`config.mk`:
```
export PLATFORM = sky130hd
export DESIGN_NAME = adc_pread_port
export DESIGN_NICKNAME = d
export VERILOG_FILES = /design/src/rtl/adc_pread_pkg.sv /design/src/rtl/adc_pread_hold.sv /design/src/rtl/adc_pread_fmt.sv /design/src/rtl/adc_pread_oe.sv /design/src/rtl/adc_pread_port.sv
export SDC_FILE = /design/constraint.sdc
export NUM_CORES = 1
export LEC_CHECK = 0
export BUFFER_PORTS_ARGS = -buffer_cell sky130_fd_sc_hd__buf_2
export CAP_MARGIN = 20
export CORE_UTILIZATION = 46
export CTS_CLUSTER_SIZE = 28
export DETAILED_ROUTE_END_ITERATION = 12
export PLACE_DENSITY = 0.84
export SYNTH_ARGS = -nofsm -noshare
export SYNTH_HDL_FRONTEND = slang
export SYNTH_SLANG_ARGS = --single-unit
```
`constraint.sdc`:
```
create_clock -name clk_i -period 5.8 [get_ports clk_i]
set_input_delay 1.45 -clock clk_i [delete_from_list [all_inputs] [get_ports clk_i]]
set_output_delay 1.45 -clock clk_i [all_outputs]
set_load 0.01 [all_outputs]
```
`src/rtl/adc_pread_pkg.sv`:
```
package adc_pread_pkg;
  localparam int unsigned DEF_WORD_W = 16;
  localparam int unsigned DEF_LANE_W = 8;

  typedef struct packed {
    logic swap;
    logic straight;
  } fmt_ctrl_t;
endpackage

```
`src/rtl/adc_pread_hold.sv`:
```
module adc_pread_hold #(
  parameter int unsigned WORD_W = 16
) (
  input  logic              clk_i,
  input  logic              rst_ni,
  input  logic [WORD_W-1:0] result_i,
  input  logic              valid_i,
  output logic [WORD_W-1:0] word_o
);
  logic [WORD_W-1:0] held_q;

  always_ff @(posedge clk_i or negedge rst_ni) begin
    if (!rst_ni)      held_q <= '0;
    else if (valid_i) held_q <= result_i;
  end

  // bypass: fresh result visible in its own strobe cycle
  assign word_o = valid_i ? result_i : held_q;
endmodule

```
`src/rtl/adc_pread_fmt.sv`:
```
module adc_pread_fmt
  import adc_pread_pkg::*;
#(
  parameter int unsigned WORD_W = 16,
  parameter int unsigned LANE_W = 8
) (
  input  logic [WORD_W-1:0] word_i,
  input  fmt_ctrl_t         ctrl_i,
  output logic [WORD_W-1:0] bus_o
);
  localparam int unsigned NLANE = WORD_W / LANE_W;

  logic [WORD_W-1:0] coded;

  always_comb begin
    coded           = word_i;
    coded[WORD_W-1] = word_i[WORD_W-1] ^ ~ctrl_i.straight;
  end

  for (genvar g = 0; g < NLANE; g++) begin : g_lane
    assign bus_o[g*LANE_W +: LANE_W] = ctrl_i.swap ? coded[(NLANE-1-g)*LANE_W +: LANE_W]
                                                   : coded[g*LANE_W +: LANE_W];
  end
endmodule

```
`src/rtl/adc_pread_oe.sv`:
```
module adc_pread_oe #(
  parameter int unsigned WORD_W = 16
) (
  input  logic              cs_ni,
  input  logic              rd_ni,
  input  logic              serial_i,
  output logic [WORD_W-1:0] oe_o
);
  logic drive;
  assign drive = ~cs_ni & ~rd_ni & ~serial_i;

  for (genvar b = 0; b < WORD_W; b++) begin : g_bit
    assign oe_o[b] = drive;
  end
endmodule

```
`src/rtl/adc_pread_port.sv`:
```
module adc_pread_port
  import adc_pread_pkg::*;
#(
  parameter int unsigned WORD_W = DEF_WORD_W,
  parameter int unsigned LANE_W = DEF_LANE_W
) (
  input  logic              clk_i,
  input  logic              rst_ni,
  input  logic [WORD_W-1:0] result_i,
  input  logic              result_valid_i,
  input  logic              cs_ni,
  input  logic              rd_ni,
  input  logic              swap_i,
  input  logic              straight_bin_i,
  input  logic              serial_sel_i,
  output logic [WORD_W-1:0] data_o,
  output logic [WORD_W-1:0] data_oe_o
);
  logic [WORD_W-1:0] word;
  fmt_ctrl_t         ctrl;

  assign ctrl.swap     = swap_i;
  assign ctrl.straight = straight_bin_i;

  adc_pread_hold #(.WORD_W(WORD_W)) u_hold (
    .clk_i   (clk_i),
    .rst_ni  (rst_ni),
    .result_i(result_i),
    .valid_i (result_valid_i),
    .word_o  (word)
  );

  adc_pread_fmt #(.WORD_W(WORD_W), .LANE_W(LANE_W)) u_fmt (
    .word_i(word),
    .ctrl_i(ctrl),
    .bus_o (data_o)
  );

  adc_pread_oe #(.WORD_W(WORD_W)) u_oe (
    .cs_ni   (cs_ni),
    .rd_ni   (rd_ni),
    .serial_i(serial_sel_i),
    .oe_o    (data_oe_o)
  );
endmodule

```
[Word-level counts from Yosys, hierarchy flattened]
Cells that the tools add are included.
Word-level totals
  bits in registers: 16
  bits of input ports: 24
Operators by class
  mux-type cells: 3
  bitwise operators: 7
Operator list (count)
  2-to-1 mux 16 bit: 1
  2-to-1 mux 8 bit: 2
  inverter 1 bit: 4
  bitwise AND 1 bit: 2
  XOR 1 bit: 1

[Longest topological paths before layout]
Gate-level depths: netlist of the first run.
  depth in word-level cells: 3
  mapped depth: 5
  mapped depth without buffers: 3

[Hierarchy]
Synthesis of the first run repeated with hierarchy kept, for this count alone.
Second synthesis, totals
  cell total of the unflattened synthesis: 70
  area, all modules: 1037.2 um2
Modules (own cells, without submodules)
  adc_pread_hold: sequential area each 400.4 um2, cells each 34, area each 649.4 um2, instances 1
  adc_pread_fmt: sequential area each 0.0 um2, cells each 19, area each 257.7 um2, instances 1
  adc_pread_oe: sequential area each 0.0 um2, cells each 17, area each 130.1 um2, instances 1

[Worst setup path before layout of the first run]
OpenSTA, ideal clock, no wires.
  path type: in2out
  from: in rd_ni
  to: out data_oe_o[0]
  cell stages on the path: 2
  slack: 1732 ps
  buffers on the path: 1
  data arrival time: 2618 ps
  path through: nor3_1 > buf_4
Between the ends
  longest elaborated chain between the ends: 3
RTL lines
  from (decl): RTL line adc_pread_port.sv:12  | input logic rd_ni,
  inverter 1 bit: RTL line adc_pread_oe.sv:10  | assign drive = ~cs_ni & ~rd_ni & ~serial_i;
  bitwise AND 1 bit (2 in a row): RTL line adc_pread_oe.sv:10
  to (decl): RTL line adc_pread_port.sv:17  | output logic [WORD_W-1:0] data_oe_o
Every way passes these cells.

[Final worst setup path of the first run]
  from: in rd_ni
  to: out data_oe_o[1]
The elaborated chain is that of the path after synthesis.

==> flow_metrics.py, run 1 <==
metrics = {
    "run_status": {
        "status": "completed",
    },
    "grt": {
        "grt_pass1_wl_mm": 2.54,
        "track_usage_pct": 16.7,
        "grt_pass1_vias": 613,
        "antenna_found_initial": 0,
        "gr-total-overflow": 0,
        "grt_max_degree": 18,
    },
    "synthesis": {
        "syn-num-nets": 126,
        "yosys-top-cells-count": "nor2_1, buf_4, dfrtp_1",
        "synthTopCellsByArea": "dfrtp_1, nor2_1, mux2_2",
        "async_flop_share_pct": 100,
        "yosysMostFrequentCell": "nor2_1",
        "synth_top_cell_by_area": "dfrtp_1",
        "syn_inst": 102,
        "synthFlopType": "dfrtp_1",
        "avgSynthCellArea_um2": 9.26,
        "yosysSeqAreaShare_pct": 42.4,
        "yosys.area.top_type_share_pct": 42.4,
        "synth.yosys.warnings": 0,
        "yosys.cell_types.count": 13,
        "ys_ff_latch": 16,
        "synth-edff-count": 0,
        "netlist_area_um2": 945,
    },
    "final_layout": {
        "largest_reg_flops": 16,
        "largest-register": "u_hold.held_q",
        "area_growth_pct": 19.6,
        "layout-drive-gt1-share_pct": 53.6,
        "diodes": 0,
        "finish.net_count": 165,
        "fillCellCount": 181,
        "largestRegisters": "u_hold.held_q: 16 flops",
    },
    "worst_hold_path": {
        "holdPathStages": 1,
        "hold_start": "u_hold.held_q[15]",
        "hold_path_end": "u_hold.held_q[15]",
        "hold_class": "flip-flop to flip-flop",
    },
    "run": {
        "maxCapViolations": 0,
    },
    "power_and_ir_drop": {
        "p_leak_nw": 0.613,
        "power.density_nw_per_um2": 240,
        "ir_drop_uv": 113,
    },
    "cts": {
        "ctsResizeCount": 0,
        "clock-root-buffer": "clkbuf_4",
        "clock-sinks": 16,
        "htreeDepth": 1,
        "cts_tree": "built",
        "cts_buffers": 3,
        "cts_hold_buffers": 0,
        "post_cts_buffers": 0,
        "clock_latency_ns": 0.27,
        "path_clk_slew_ns": 0.09,
        "clockBufferDepth": 2,
    },
    "placement": {
        "io_buffers": 55,
        "pre_cts_slack_ns": 1.70,
        "dp_hpwl_mm": 1.31,
        "place_congestion": 0.677,
    },
    "critical_path": {
        "slowest_delay_ns": 0.80,
        "cp.required_ns": 4.35,
        "crit_buf_inv": 2,
        "crit_slowest_cell": "nor3_1",
        "r2r_setup_slack_ns": 5.02,
        "rr_endpoint": "u_hold.held_q[4]",
        "start_kind": "input port",
        "crit_family": "simple AND/OR/NAND/NOR gates",
        "cp.depth": 3,
        "critPathKind": "input port to output pin",
        "cpMostUsedCell": "buf_2",
        "reg2regPathDepth": 1,
        "regToRegStartpoint": "u_hold.held_q[4]",
        "cp_cell_sequence": "buf_2 > nor3_1 > buf_2",
        "worstPathMaxFanout": 16,
        "end_kind": "output pin",
        "cp_data_arrival_time_ns": 2.63,
    },
    "timing": {
        "rsz0062_at_grt": "no",
        "fin_skew_ns": 0,
        "period_minus_slack_ns": 4.08,
        "final-hold-violation-count": 0,
        "setup_viol": 0,
        "tightest_slew_ns": 0.993,
        "drv_slew": 0,
        "maxSlewHeadroom_pct": 33.3,
        "fin_ws_ns": 1.72,
        "setup_tns_ns": 0,
        "fin_crit_sh_pct": 70.3,
        "fmax_ghz": 0.245,
    },
    "routing": {
        "drt_iter0_markers": 12,
        "vias": 765,
        "drt_first_pass_iters": 4,
        "ant_nets": 0,
        "drc": 0,
        "routed_via_density": 4.58,
        "routed_wl_mm": 1.75,
        "wire_per_inst_um": 10.5,
    },
    "die": {
        "core-area_um2": 1940,
        "fp.dieArea_um2": 2240,
        "chipHeight_um": 47.3,
        "start_util_pct": 48.6,
        "io_pins": 56,
        "row_count": 16,
        "die_w_um": 47.3,
    },
}
==> how the worst max path moves through the flow <==
| stage | start | endpoint | slack [ns] |
|---|---|---|---|
| final | rd_ni | data_oe_o[1] | 1.72 |
| after global placement | rd_ni | data_oe_o[10] | 1.77 |
| after CTS | rd_ni | data_oe_o[1] | 1.69 |
| after floorplan | rd_ni | data_oe_o[0] | 1.73 |
| after global routing | rd_ni | data_oe_o[6] | 1.54 |
| after detailed placement | rd_ni | data_oe_o[1] | 1.70 |
==> cells by family (layout without fill, tap and decap cells) <==
| kind of cell | Yosys count | in the layout | synth area share (%) |
|---|---|---|---|
| AOI/OAI and AO/OA | 2 | 2 | 1.06 |
| xor gates and xnor gates | 1 | 1 | 0.927 |
| buffers and inverters | 22 | 60 | 17.4 |
| DFF | 16 | 16 | 42.4 |
| muxes | 16 | 16 | 20.3 |
| and+or+nand+nor | 45 | 45 | 18.0 |
==> cell usage in the layout, fill, tap and decap left out <==
cell / n
buf_2: 55
nor2_1: 44
dfrtp_1: 16
mux2_2: 13
mux2_4: 3
clkbuf_4: 3
a21oi_1: 2
inv_1: 1
xor2_1: 1
nor3_1: 1
clkbuf_8: 1
==> per-stage QoR <==
stage	util, %	hold slack (ns)	instance area, um^2	power, mW	std cells
global route	58.2	0.531	1130	0.289	167
finish	58.2	0.510	1130	0.271	167
detailed placement	56.3	0.484	1090	0.203	163
CTS	58.2	0.512	1130	0.275	167
floorplan	-	0.475	945	0.180	102
global placement	56.3	0.484	1090	0.200	163
==> layout make-up <==
| type | instances | area [um^2] | area share, % |
|---|---|---|---|
| Clock buffer | 4 | 36.3 | 3.21 |
| Tap cell | 27 | 33.8 | 2.99 |
| Sequential cell | 16 | 400 | 35.4 |
| Multi-Input combinational cell | 64 | 380 | 33.7 |
| Inverter | 1 | 3.75 | 0.332 |
| Timing Repair Buffer | 55 | 275 | 24.4 |
==> metal layers <==
| metal | vias up | GRT usage [%] | routed length [um] |
|---|---|---|---|
| li1 | 380 | - | - |
| met1 | 342 | 19.6 | 739 |
| met2 | 41 | 28.8 | 856 |
| met3 | 2 | 3.46 | 132 |
| met4 | 0 | 8.57 | 19 |
| met5 | - | 0 | 0 |
==> power by group <==
group | switching (mW) | internal (mW)
Combinational | 0.0402 | 0.0350
Sequential | 0.00258 | 0.122
Clock | 0.0324 | 0.0381
(Power assumes the default switching activity.)
==> run 2: changes to the inputs <==
--- a/config.mk
+++ b/config.mk
@@ -7,10 +7,10 @@
 export LEC_CHECK = 0
 export BUFFER_PORTS_ARGS = -buffer_cell sky130_fd_sc_hd__buf_2
 export CAP_MARGIN = 20
-export CORE_UTILIZATION = 46
+export CORE_UTILIZATION = 42
 export CTS_CLUSTER_SIZE = 28
 export DETAILED_ROUTE_END_ITERATION = 12
-export PLACE_DENSITY = 0.84
+export PLACE_DENSITY = 0.78
 export SYNTH_ARGS = -nofsm -noshare
 export SYNTH_HDL_FRONTEND = slang
 export SYNTH_SLANG_ARGS = --single-unit
==> constraint.sdc (replaced) <==
create_clock -name clk_i -period 4.24 [get_ports clk_i]
set_input_delay 1.06 -clock clk_i [delete_from_list [all_inputs] [get_ports clk_i]]
set_output_delay 1.06 -clock clk_i [all_outputs]
set_load 0.01 [all_outputs]
==> run 2 against run 1 <==
- die area rose by 9.1%
- worst setup slack got worse by 0.72 ns
- highest routed layer unchanged
- final cell count did not move
- utilization fell by 3.2 points
- largest cell class unchanged
- critical path type unchanged
==> flow_metrics.py, run 2 (synthesis gave the netlist of run 1 again) <==
metrics = {
    "critical_path": {
        "crit_family": "buffers and inverters",
        "critPathKind": "input port to output pin",
        "cp_data_arrival_time_ns": 2.17,
        "regToRegStartpoint": "u_hold.held_q[4]",
        "rr_endpoint": "u_hold.held_q[4]",
        "cp-startpoint": "result_valid_i",
        "end_kind": "output pin",
        "slowest_delay_ns": 0.35,
        "reg2regPathDepth": 1,
        "cp.depth": 5,
        "crit_buf_inv": 2,
        "cpMostUsedCell": "buf_2",
        "cp_cell_sequence": "buf_2 > mux2_4 > xor2_1 > a21oi_1 > buf_2",
        "start_kind": "input port",
        "crit_slowest_cell": "mux2_4",
        "r2r_setup_slack_ns": 3.47,
        "crit_path_end": "data_o[15]",
        "cp.required_ns": 3.18,
        "worstPathMaxFanout": 16,
    },
    "power_and_ir_drop": {
        "p_leak_nw": 0.611,
        "p_total_uw": 352,
        "power.density_nw_per_um2": 313,
        "ir_drop_uv": 196,
    },
    "die": {
        "row_count": 16,
        "chipHeight_um": 49.4,
        "fp.dieArea_um2": 2440,
        "die_w_um": 49.4,
        "core-area_um2": 2040,
        "start_util_pct": 46.3,
        "io_pins": 56,
    },
    "timing": {
        "fin_ws_ns": 1.01,
        "fmax_ghz": 0.309,
        "tightest_slew_ns": 0.488,
        "final-hold-violation-count": 0,
        "maxSlewHeadroom_pct": 67.4,
        "period_minus_slack_ns": 3.23,
        "setup_viol": 0,
        "fin_crit_sh_pct": 76.3,
        "fin_skew_ns": 0,
        "drv_slew": 0,
        "setup_tns_ns": 0,
        "hold-worst-slack_ns": 0.516,
        "rsz0062_at_grt": "no",
    },
    "routing": {
        "routed_wl_mm": 1.83,
        "drt_iter0_markers": 8,
        "ant_nets": 0,
        "drc": 0,
        "vias": 781,
        "wire_per_inst_um": 11.0,
        "drt_first_pass_iters": 4,
        "routed_via_density": 4.68,
    },
    "final_layout": {
        "final_common_cell": "buf_2",
        "fillCellCount": 208,
        "layout-drive-gt1-share_pct": 53.6,
        "largest-register": "u_hold.held_q",
        "largestRegisters": "u_hold.held_q: 16 flops",
        "largest_reg_flops": 16,
        "area_growth_pct": 18.9,
        "layout.cells.most_common_list": "buf_2, nor2_1, dfrtp_1",
        "multi_input_area_um2": 380,
        "layoutNonFillerInstCount": 167,
        "seq_area_um2": 400,
        "finish.net_count": 166,
        "diodes": 0,
    },
    "grt": {
        "antenna_found_initial": 0,
        "gr-total-overflow": 0,
        "grt_max_degree": 18,
        "track_usage_pct": 16.7,
        "grt_pass1_vias": 756,
        "grt_pass1_wl_mm": 3.10,
    },
    "cts": {
        "post_cts_buffers": 0,
        "ctsResizeCount": 0,
        "htreeDepth": 1,
        "clock_latency_ns": 0.28,
        "clock-sinks": 16,
        "cts_tree": "built",
        "cts_buffers": 3,
        "path_clk_slew_ns": 0.08,
        "cts_hold_buffers": 0,
        "clockBufferDepth": 2,
        "clock-root-buffer": "clkbuf_4",
    },
    "run_status": {
        "status": "completed",
    },
    "run": {
        "maxCapViolations": 0,
    },
    "worst_hold_path": {
        "hold_class": "flip-flop to flip-flop",
        "hold_start": "u_hold.held_q[1]",
    },
    "placement": {
        "dp.cells": 164,
        "place_congestion": 0.664,
        "io_buffers": 55,
        "pre_cts_slack_ns": 1.01,
        "dp_hpwl_mm": 1.38,
    },
}
## run 2: worst min path at each step
stage / depth (start not counted) / endpoint / slack, ns
2_1_floorplan: 1 / u_hold.held_q[15] / 0.48
3_3_place_gp: 1 / u_hold.held_q[2] / 0.49
3_5_place_dp: 1 / u_hold.held_q[15] / 0.50
4_1_cts: 1 / u_hold.held_q[15] / 0.52
5_1_grt: 1 / u_hold.held_q[13] / 0.53
6_report: 1 / u_hold.held_q[1] / 0.52
## run 2: stage by stage
step	cell area, um^2	util (%)
global placement	1100	53.9
floorplan	945	-
detailed placement	1100	53.9
finish	1120	55.0
CTS	1120	55.0
global route	1120	55.0
## run 2: final cells by class
cell class | count | share of cell area, %
flip-flops and latches | 16 | 35.6
multi-input cells | 64 | 33.9
repair buffers | 56 | 25.2
well taps | 27 | 3.01
clock buffers | 3 | 2.00
inverters | 1 | 0.334
## run 2: where the power goes
group          internal [mW]  switching [mW]
Combinational         0.0483          0.0558
Sequential             0.167         0.00377
Clock                 0.0330          0.0439
Total                  0.249           0.104
## run 2: layer usage
layer	up-vias	global-route usage, %	share of wire (%)
met3	5	5.61	8.9
met1	352	17.5	41
met4	0	5.71	1.3
met2	43	30.8	49
li1	381	-	-
met5	-	0	0
